<file path="src/rtl/dsp_lfu_pkg.sv">
package dsp_lfu_pkg;
  localparam int DATA_W = 32;
  localparam int CS_W   = 3;

  typedef enum logic [1:0] {
    OP_AND  = 2'b00,
    OP_OR   = 2'b01,
    OP_XOR  = 2'b10,
    OP_NONE = 2'b11
  } op_e;

  typedef enum logic [CS_W-1:0] {
    CS_CARRY = 3'b000,
    CS_NEG   = 3'b001,
    CS_ZERO  = 3'b010,
    CS_OVF   = 3'b011,
    CS_GT    = 3'b100,
    CS_GE    = 3'b101,
    CS_RSV6  = 3'b110,
    CS_RSV7  = 3'b111
  } cs_e;

  typedef struct packed {
    logic dc;
    logic n;
    logic z;
    logic v;
    logic gt;
  } flags_t;
endpackage

</file>
<file path="src/rtl/dsp_lfu_logic.sv">
module dsp_lfu_logic
  import dsp_lfu_pkg::*;
#(
  parameter int W = DATA_W
) (
  input  logic [1:0]   op_i,
  input  logic [W-1:0] a_i,
  input  logic [W-1:0] b_i,
  output logic [W-1:0] res_o
);
  for (genvar i = 0; i < W; i++) begin : g_bit
    always_comb begin
      unique case (op_e'(op_i))
        OP_AND:  res_o[i] = a_i[i] & b_i[i];
        OP_OR:   res_o[i] = a_i[i] | b_i[i];
        OP_XOR:  res_o[i] = a_i[i] ^ b_i[i];
        default: res_o[i] = 1'b0;
      endcase
    end
  end
endmodule

</file>
<file path="src/rtl/dsp_lfu_flag_gen.sv">
module dsp_lfu_flag_gen
  import dsp_lfu_pkg::*;
#(
  parameter int W = DATA_W
) (
  input  logic [W-1:0]    res_i,
  input  logic [CS_W-1:0] cs_i,
  output flags_t          flags_o
);
  logic sign, zero;

  assign sign = res_i[W-1];
  assign zero = ~|res_i;

  always_comb begin
    flags_o.n  = sign;
    flags_o.z  = zero;
    // logical ops never overflow nor compare
    flags_o.v  = 1'b0;
    flags_o.gt = 1'b0;
    unique case (cs_e'(cs_i))
      CS_NEG:  flags_o.dc = sign;
      CS_ZERO: flags_o.dc = zero;
      default: flags_o.dc = 1'b0;
    endcase
  end
endmodule

</file>
<file path="src/rtl/dsp_lfu_cond.sv">
module dsp_lfu_cond (
  input  logic valid_i,
  input  logic cond_en_i,
  input  logic cond_pol_i,
  input  logic cs_we_i,
  input  logic dc_i,
  output logic exec_o,
  output logic flag_upd_o
);
  assign exec_o     = valid_i & (~cond_en_i | (dc_i == cond_pol_i));
  // CS write wins over flag refresh
  assign flag_upd_o = valid_i & ~cond_en_i & ~cs_we_i;
endmodule

</file>
<file path="src/rtl/dsp_lfu_status.sv">
module dsp_lfu_status
  import dsp_lfu_pkg::*;
#(
  parameter int W = DATA_W
) (
  input  logic            clk_i,
  input  logic            rst_ni,
  input  logic            exec_i,
  input  logic            flag_upd_i,
  input  logic [W-1:0]    res_i,
  input  flags_t          flags_i,
  input  logic            cs_we_i,
  input  logic [CS_W-1:0] cs_wdata_i,
  output logic [W-1:0]    res_o,
  output logic            res_we_o,
  output flags_t          flags_o,
  output logic [CS_W-1:0] cs_o
);
  always_ff @(posedge clk_i or negedge rst_ni) begin
    if (!rst_ni) begin
      res_o    <= '0;
      res_we_o <= 1'b0;
      flags_o  <= '0;
      cs_o     <= '0;
    end else begin
      res_we_o <= exec_i;
      if (exec_i) res_o <= res_i;
      if (cs_we_i) cs_o <= cs_wdata_i;
      else if (flag_upd_i) flags_o <= flags_i;
    end
  end
endmodule

</file>
<file path="src/rtl/dsp_logic_flag_unit.sv">
module dsp_logic_flag_unit
  import dsp_lfu_pkg::*;
#(
  parameter int W = DATA_W
) (
  input  logic            clk_i,
  input  logic            rst_ni,
  input  logic            op_valid_i,
  input  logic [1:0]      op_sel_i,
  input  logic            cond_en_i,
  input  logic            cond_pol_i,
  input  logic [W-1:0]    src_a_i,
  input  logic [W-1:0]    src_b_i,
  input  logic            cs_we_i,
  input  logic [CS_W-1:0] cs_wdata_i,
  output logic [W-1:0]    result_o,
  output logic            result_we_o,
  output logic            dc_o,
  output logic            n_o,
  output logic            z_o,
  output logic            v_o,
  output logic            gt_o,
  output logic [CS_W-1:0] cs_o
);
  logic [W-1:0] res_d;
  flags_t       flags_d, flags_q;
  logic         exec, flag_upd;

  dsp_lfu_logic #(.W(W)) u_logic (
    .op_i (op_sel_i),
    .a_i  (src_a_i),
    .b_i  (src_b_i),
    .res_o(res_d)
  );

  dsp_lfu_flag_gen #(.W(W)) u_flag (
    .res_i  (res_d),
    .cs_i   (cs_o),
    .flags_o(flags_d)
  );

  dsp_lfu_cond u_cond (
    .valid_i   (op_valid_i),
    .cond_en_i (cond_en_i),
    .cond_pol_i(cond_pol_i),
    .cs_we_i   (cs_we_i),
    .dc_i      (flags_q.dc),
    .exec_o    (exec),
    .flag_upd_o(flag_upd)
  );

  dsp_lfu_status #(.W(W)) u_stat (
    .clk_i     (clk_i),
    .rst_ni    (rst_ni),
    .exec_i    (exec),
    .flag_upd_i(flag_upd),
    .res_i     (res_d),
    .flags_i   (flags_d),
    .cs_we_i   (cs_we_i),
    .cs_wdata_i(cs_wdata_i),
    .res_o     (result_o),
    .res_we_o  (result_we_o),
    .flags_o   (flags_q),
    .cs_o      (cs_o)
  );

  assign dc_o = flags_q.dc;
  assign n_o  = flags_q.n;
  assign z_o  = flags_q.z;
  assign v_o  = flags_q.v;
  assign gt_o = flags_q.gt;
endmodule

</file>
<file path="config.mk">
export PLATFORM = sky130hd
export DESIGN_NAME = dsp_logic_flag_unit
export DESIGN_NICKNAME = d
export VERILOG_FILES = /design/src/rtl/dsp_lfu_pkg.sv /design/src/rtl/dsp_lfu_logic.sv /design/src/rtl/dsp_lfu_flag_gen.sv /design/src/rtl/dsp_lfu_cond.sv /design/src/rtl/dsp_lfu_status.sv /design/src/rtl/dsp_logic_flag_unit.sv
export SDC_FILE = /design/constraint.sdc
export NUM_CORES = 1
export LEC_CHECK = 0
export ABC_AREA = 1
export BUFFER_PORTS_ARGS = -buffer_cell sky130_fd_sc_hd__buf_2
export CAP_MARGIN = 20
export CORE_MARGIN = 5
export CORE_UTILIZATION = 30
export CTS_CLUSTER_DIAMETER = 150
export DETAILED_ROUTE_END_ITERATION = 8
export GPL_ROUTABILITY_DRIVEN = 0
export HOLD_SLACK_MARGIN = 0.1
export PLACE_DENSITY_LB_ADDON = 0.12
export SLEW_MARGIN = 20
export SYNTH_ARGS = -nofsm -noshare
export SYNTH_HDL_FRONTEND = slang
export SYNTH_SLANG_ARGS = --single-unit
</file>
<file path="constraint.sdc">
create_clock -name clk_i -period 1.27 [get_ports clk_i]
set_clock_uncertainty 0.05 [all_clocks]
set_input_delay 0.0635 -clock clk_i [delete_from_list [all_inputs] [get_ports clk_i]]
set_output_delay 0.0635 -clock clk_i [all_outputs]
set_load 0.1 [all_outputs]
</file>
# After elaboration in Yosys (flattened, before gate mapping)
# Cells that the tools add are included.
# totals
latchBits	0
ramBits	0
rom_bits	0
output_inout_bits	41
memories	0
elab_cells	150
ff_bits	39
inputBits	75
# op_classes
n_mul	0
div_mod_pow	0
n_bitwise	102
n_shift	0
n_eq_ne	5
mux	33
addsub	0
n_reduce_logical	4
n_lt_le_gt_ge	0
# ops
op	count
$pmux W1 S3	32
$and A1 B1 Y1	35
$or A1 B1 Y1	33
$reduce_or A32 Y1	1
$xor A1 B1 Y1	32
$eq A3 B1 Y1 const B	1
$eq A3 B2 Y1 const B	1
$eq A2 B1 Y1 const B	1
$eq A2 B2 Y1 const B	1
$logic_not A2 Y1	1
$not A1 Y1	2
$pmux W1 S2	1
$reduce_and A2 Y1	1
$eq A1 B1 Y1	1
$logic_not A1 Y1	1

# Longest topological paths before layout
# logic_depth
word_depth	5
mapped_depth	13
mapped_depth_nobuf	12

# Modules after synthesis
# A second synthesis with hierarchy kept.
# unflattened
cells_unflattened	495
area_unflattened_um2	3956.3
# by_module_without_submodules
module	cells_per_inst	instances	area_per_inst_um2	seq_area_each_um2
dsp_lfu_logic	276	1	2030.7	0.0
dsp_lfu_status	170	1	1711.6	1026.0
dsp_lfu_flag_gen	41	1	178.9	0.0
dsp_lfu_cond	8	1	35.0	0.0

# Worst setup path before layout
# OpenSTA, ideal clock, no wires.
# synth_path
path_kind	flip-flop to flip-flop
from	reg u_stat.flags_o[4] (netlist bit)
to	reg u_stat.res_o[26]
setup_ns	0.083
t_arrival_ns	1.921
stages_incl_launch_ff	8
slack_ns	-0.784
synth_period_minus_slack_ns	2.054
path_buffers	2
t_required_ns	1.137
path_cell_list	dfrtp_1 xor2_1 nand2_1 nand2_1 clkbuf_1 buf_1 nand2_1 o21ai_0
# synth_via
elab_chain_cells	3
# synth_lines
element	line	source
start, declared	dsp_lfu_status.sv:16	output flags_t flags_o,
start signal, assigned	dsp_lfu_status.sv:29	else if (flag_upd_i) flags_o <= flags_i;
$eq A1 B1 Y1	dsp_lfu_cond.sv:10	assign exec_o = valid_i & (~cond_en_i | (dc_i == cond_pol_i));
$or A1 B1 Y1	dsp_lfu_cond.sv:10	
$and A1 B1 Y1	dsp_lfu_cond.sv:10	
end signal, assigned	dsp_lfu_status.sv:27	if (exec_i) res_o <= res_i;
end, declared	dsp_lfu_status.sv:14	output logic [W-1:0] res_o,
# No other way between the ends.
# A chain may end at the register's enable or synchronous reset.

# Worst setup path in the final report
# layout_path
from	reg u_stat.flags_o[4] (netlist bit)
to	reg u_stat.res_o[22]
# Same word-level chain as after synthesis.

==> impl_metrics.tcl <==
set metrics [dict create \
    wl_per_cell_um 12.6 \
    viasPerCell 4.25 \
    clock-sinks 39 \
    hold_class "in2async" \
    place_area_mm2 0.00474 \
    grt_pass1_vias 3616 \
    yosysWarnings 0 \
    synth-compound-area-share_pct 5.34 \
    arrival_ns 1.51 \
    synth-seq-cells 39 \
    irDropWorstVdd_mv 0.809 \
    numPortBuffers 113 \
    rsz0062_at_grt "yes" \
    diodes 0 \
    crit_path_end_kind "flop" \
    hpwlAfterDp_um 8020 \
    drtIter0Drc 156 \
    startpoint_type "flop" \
    drive_gt1_share_pct 34.8 \
    drc 0 \
    setup_slack_ns -0.116 \
    drv_cap 0 \
    worstPathMaxFanout 12 \
    netlist_area_mm2 0.00354 \
    io_pins 116 \
    failed_checks "negative setup slack" \
    dieArea_mm2 0.0141 \
    gr-total-overflow 0 \
    synth_mux_area_share_pct 0.318 \
    ys_seq_area_share_pct 27.6 \
    clockBufferDepth 2 \
    vias 3589 \
    grt.total_usage_pct 14.4 \
    area_delta_synth_final_pct 49.9 \
    cts_max_level 2 \
    status "finished with violations" \
    wl_um 10700 \
    power_frac_clock_pct 22.7 \
    cts_tree "built" \
    stdcell_area_mm2 0.00530 \
    p_leak_nw 3.15 \
    synth_top_family_by_area "simple AND/OR/NAND/NOR gates" \
    clk_pin_slew_ns 0.06 \
    slowest_delay_ns 0.49 \
    power.switching_mw 3.09 \
    fp-row-count 39 \
    finalMaxSlewViolations 0 \
    nNetsFinal 839 \
    die_x_um 119 \
    cts_inserted_buffers 5 \
    grt_pass1_wl_um 16800 \
    netlist_instances 527 \
    initial_core_util_pct 30.8 \
    setup_viol 33 \
    cp_data_required_time_ns 1.39 \
    die_h_um 119 \
    synth_simple_gate_area_share_pct 27.4 \
    drtPass1Iterations 4 \
    antenna_left 0 \
    cts_root_buf "clkbuf_16" \
    fmax_ghz 0.722 \
    finalCriticalPeriod_ns 1.39 \
    hold_viol 0 \
    power_mw 6.36 \
    power_density_mw_per_mm2 1200 \
    comb_power_share_pct 51.8 \
    cp_cell_sequence "xor2_2, nand2_2, nand2_4, clkbuf_16, nand2_1, o21ai_1" \
    antenna_found_initial 0 \
    seqPwrFrac_pct 25.5 \
    fp.coreArea_mm2 0.0115 \
    avgSynthCellArea_um2 6.71 \
    synth_fa_ha_area_share_pct 22.6 \
    critPathKind "reg2reg" \
    cts_setup_buffers 0 \
    worstSkewPairLatency_ns 0.28 \
    p_int_mw 3.27 \
    p_sw_share_pct 48.6 \
    grt_max_degree 26 \
    crit_slowest_cell "dfrtp_4" \
    synth_xor_area_share_pct 0.248 \
    fin_crit_sh_pct 109 \
    synth_cell_types 22 \
]
==> cell usage in the layout, fill, tap and decap left out, types with 9 or more instances in the layout <==
cell       netlist  layout
buf_2            7     107
buf_4            2      53
clkbuf_16        0      10
dfrtp_1         39      35
ha_1            64      64
inv_1          123     122
nand2_1        124     109
nand2_2          0      11
nand3_1         27      27
nor2_1          73      55
nor2_2           4      18
o21ai_1          0      23
o21ai_2          0       9
==> registers in the layout, indices dropped and copies added (netlist names) <==
signal,flops
u_stat.res_o,32
u_stat.res_we_o,1
u_stat.flags_o,3
u_stat.cs_o,3
==> worst paths after layout <==
check / from / to / slack, ns / cells after the start
min in group clk_i: cs_we_i / u_stat.flags_o[3] / 0.13 / 4
setup reg to reg: u_stat.flags_o[4] / u_stat.res_o[22] / -0.12 / 6
hold / removal: rst_ni / u_stat.res_o[28] / 0.13 / 2
setup / recovery: u_stat.flags_o[4] / u_stat.res_o[22] / -0.12 / 6
hold reg to reg: u_stat.res_o[13] / u_stat.res_o[13] / 0.43 / 2
max in group asynchronous: rst_ni / u_stat.flags_o[4] / 0.60 / 3
==> critical path: cells and delay by family, from the launching register on <==
kind                      cells  cell delay [ns]
and+or+nand+nor               3             0.31
buffers and inverters         1             0.20
AOI/OAI and AO/OA             1             0.05
xor gates and xnor gates      1             0.15
DFF                           1             0.49
==> power by group through the flow <==
stage / logic [mW] / registers (mW) / clock network [mW]
floorplan: 0.699 / 3.12 / 0
global placement: 3.05 / 1.62 / 0
detailed placement: 3.07 / 1.62 / 0
CTS: 3.11 / 1.60 / 1.47
global route: 3.52 / 1.65 / 1.53
finish: 3.30 / 1.62 / 1.45
==> metrics by stage <==
step                setup TNS, ns  setup slack, ns  utilization, %  std cells  hold WS (ns)
finish                      -2.70           -0.116            46.2        844         0.131
global route                -4.32           -0.147            46.2        844         0.156
CTS                        -0.393          -0.0393            43.8        837         0.117
detailed placement          -6.08           -0.498            41.3        822        -0.102
global placement            -5.31           -0.461            41.3        822        -0.111
floorplan                   -7.60           -0.249               -        528        -0.282
==> cells in the mapped netlist (all sizes together) <==
| cell type | count | area [um2] |
|---|---|---|
| a21oi | 1 | 5.00 |
| a41oi | 1 | 8.76 |
| buf | 12 | 76.3 |
| clkbuf | 9 | 33.8 |
| conb | 1 | 3.75 |
| dfrtp | 39 | 976 |
| ha | 64 | 801 |
| inv | 125 | 469 |
| mux2 | 1 | 11.3 |
| nand2 | 124 | 465 |
| nand3 | 27 | 135 |
| nand3b | 7 | 52.6 |
| nor2 | 77 | 299 |
| nor3 | 2 | 10.0 |
| o21ai | 35 | 175 |
| or2 | 1 | 6.26 |
| xor2 | 1 | 8.76 |
==> cells by family after synthesis <==
group / after synthesis
compound gates: 37
xor+xnor: 1
fa+ha+maj: 64
buf+inv: 146
flops: 39
mux: 1
other cells: 1
simple gates: 238
==> cell type report <==
type                    instances  area (um2)
well taps                     143         179
fillers                      1187        6160
multi-input cells             345        2170
clock inverters                 3        43.8
inverters                     125         477
flip-flops and latches         39         983
clock buffers                   5         125
repair buffers                184        1320
==> routing by layer <==
layer | share of wire (%) | global-route usage [%] | up-vias
li1 | - | - | 1896
met1 | 47 | 18.3 | 1601
met2 | 48 | 25.1 | 85
met3 | 4.7 | 3.10 | 7
met4 | 0.62 | 2.62 | 0
met5 | 0 | 0 | -
==> repair_timing <==
item	in CTS	in global routing
endpoints found under the hold margin	42	2
cloned	0	8
pin swaps	0	4
hold buffers	7	1
setup endpoints to repair	35	37
resized for setup	16	49
Note: power is estimated with default switching activity, not from simulation.
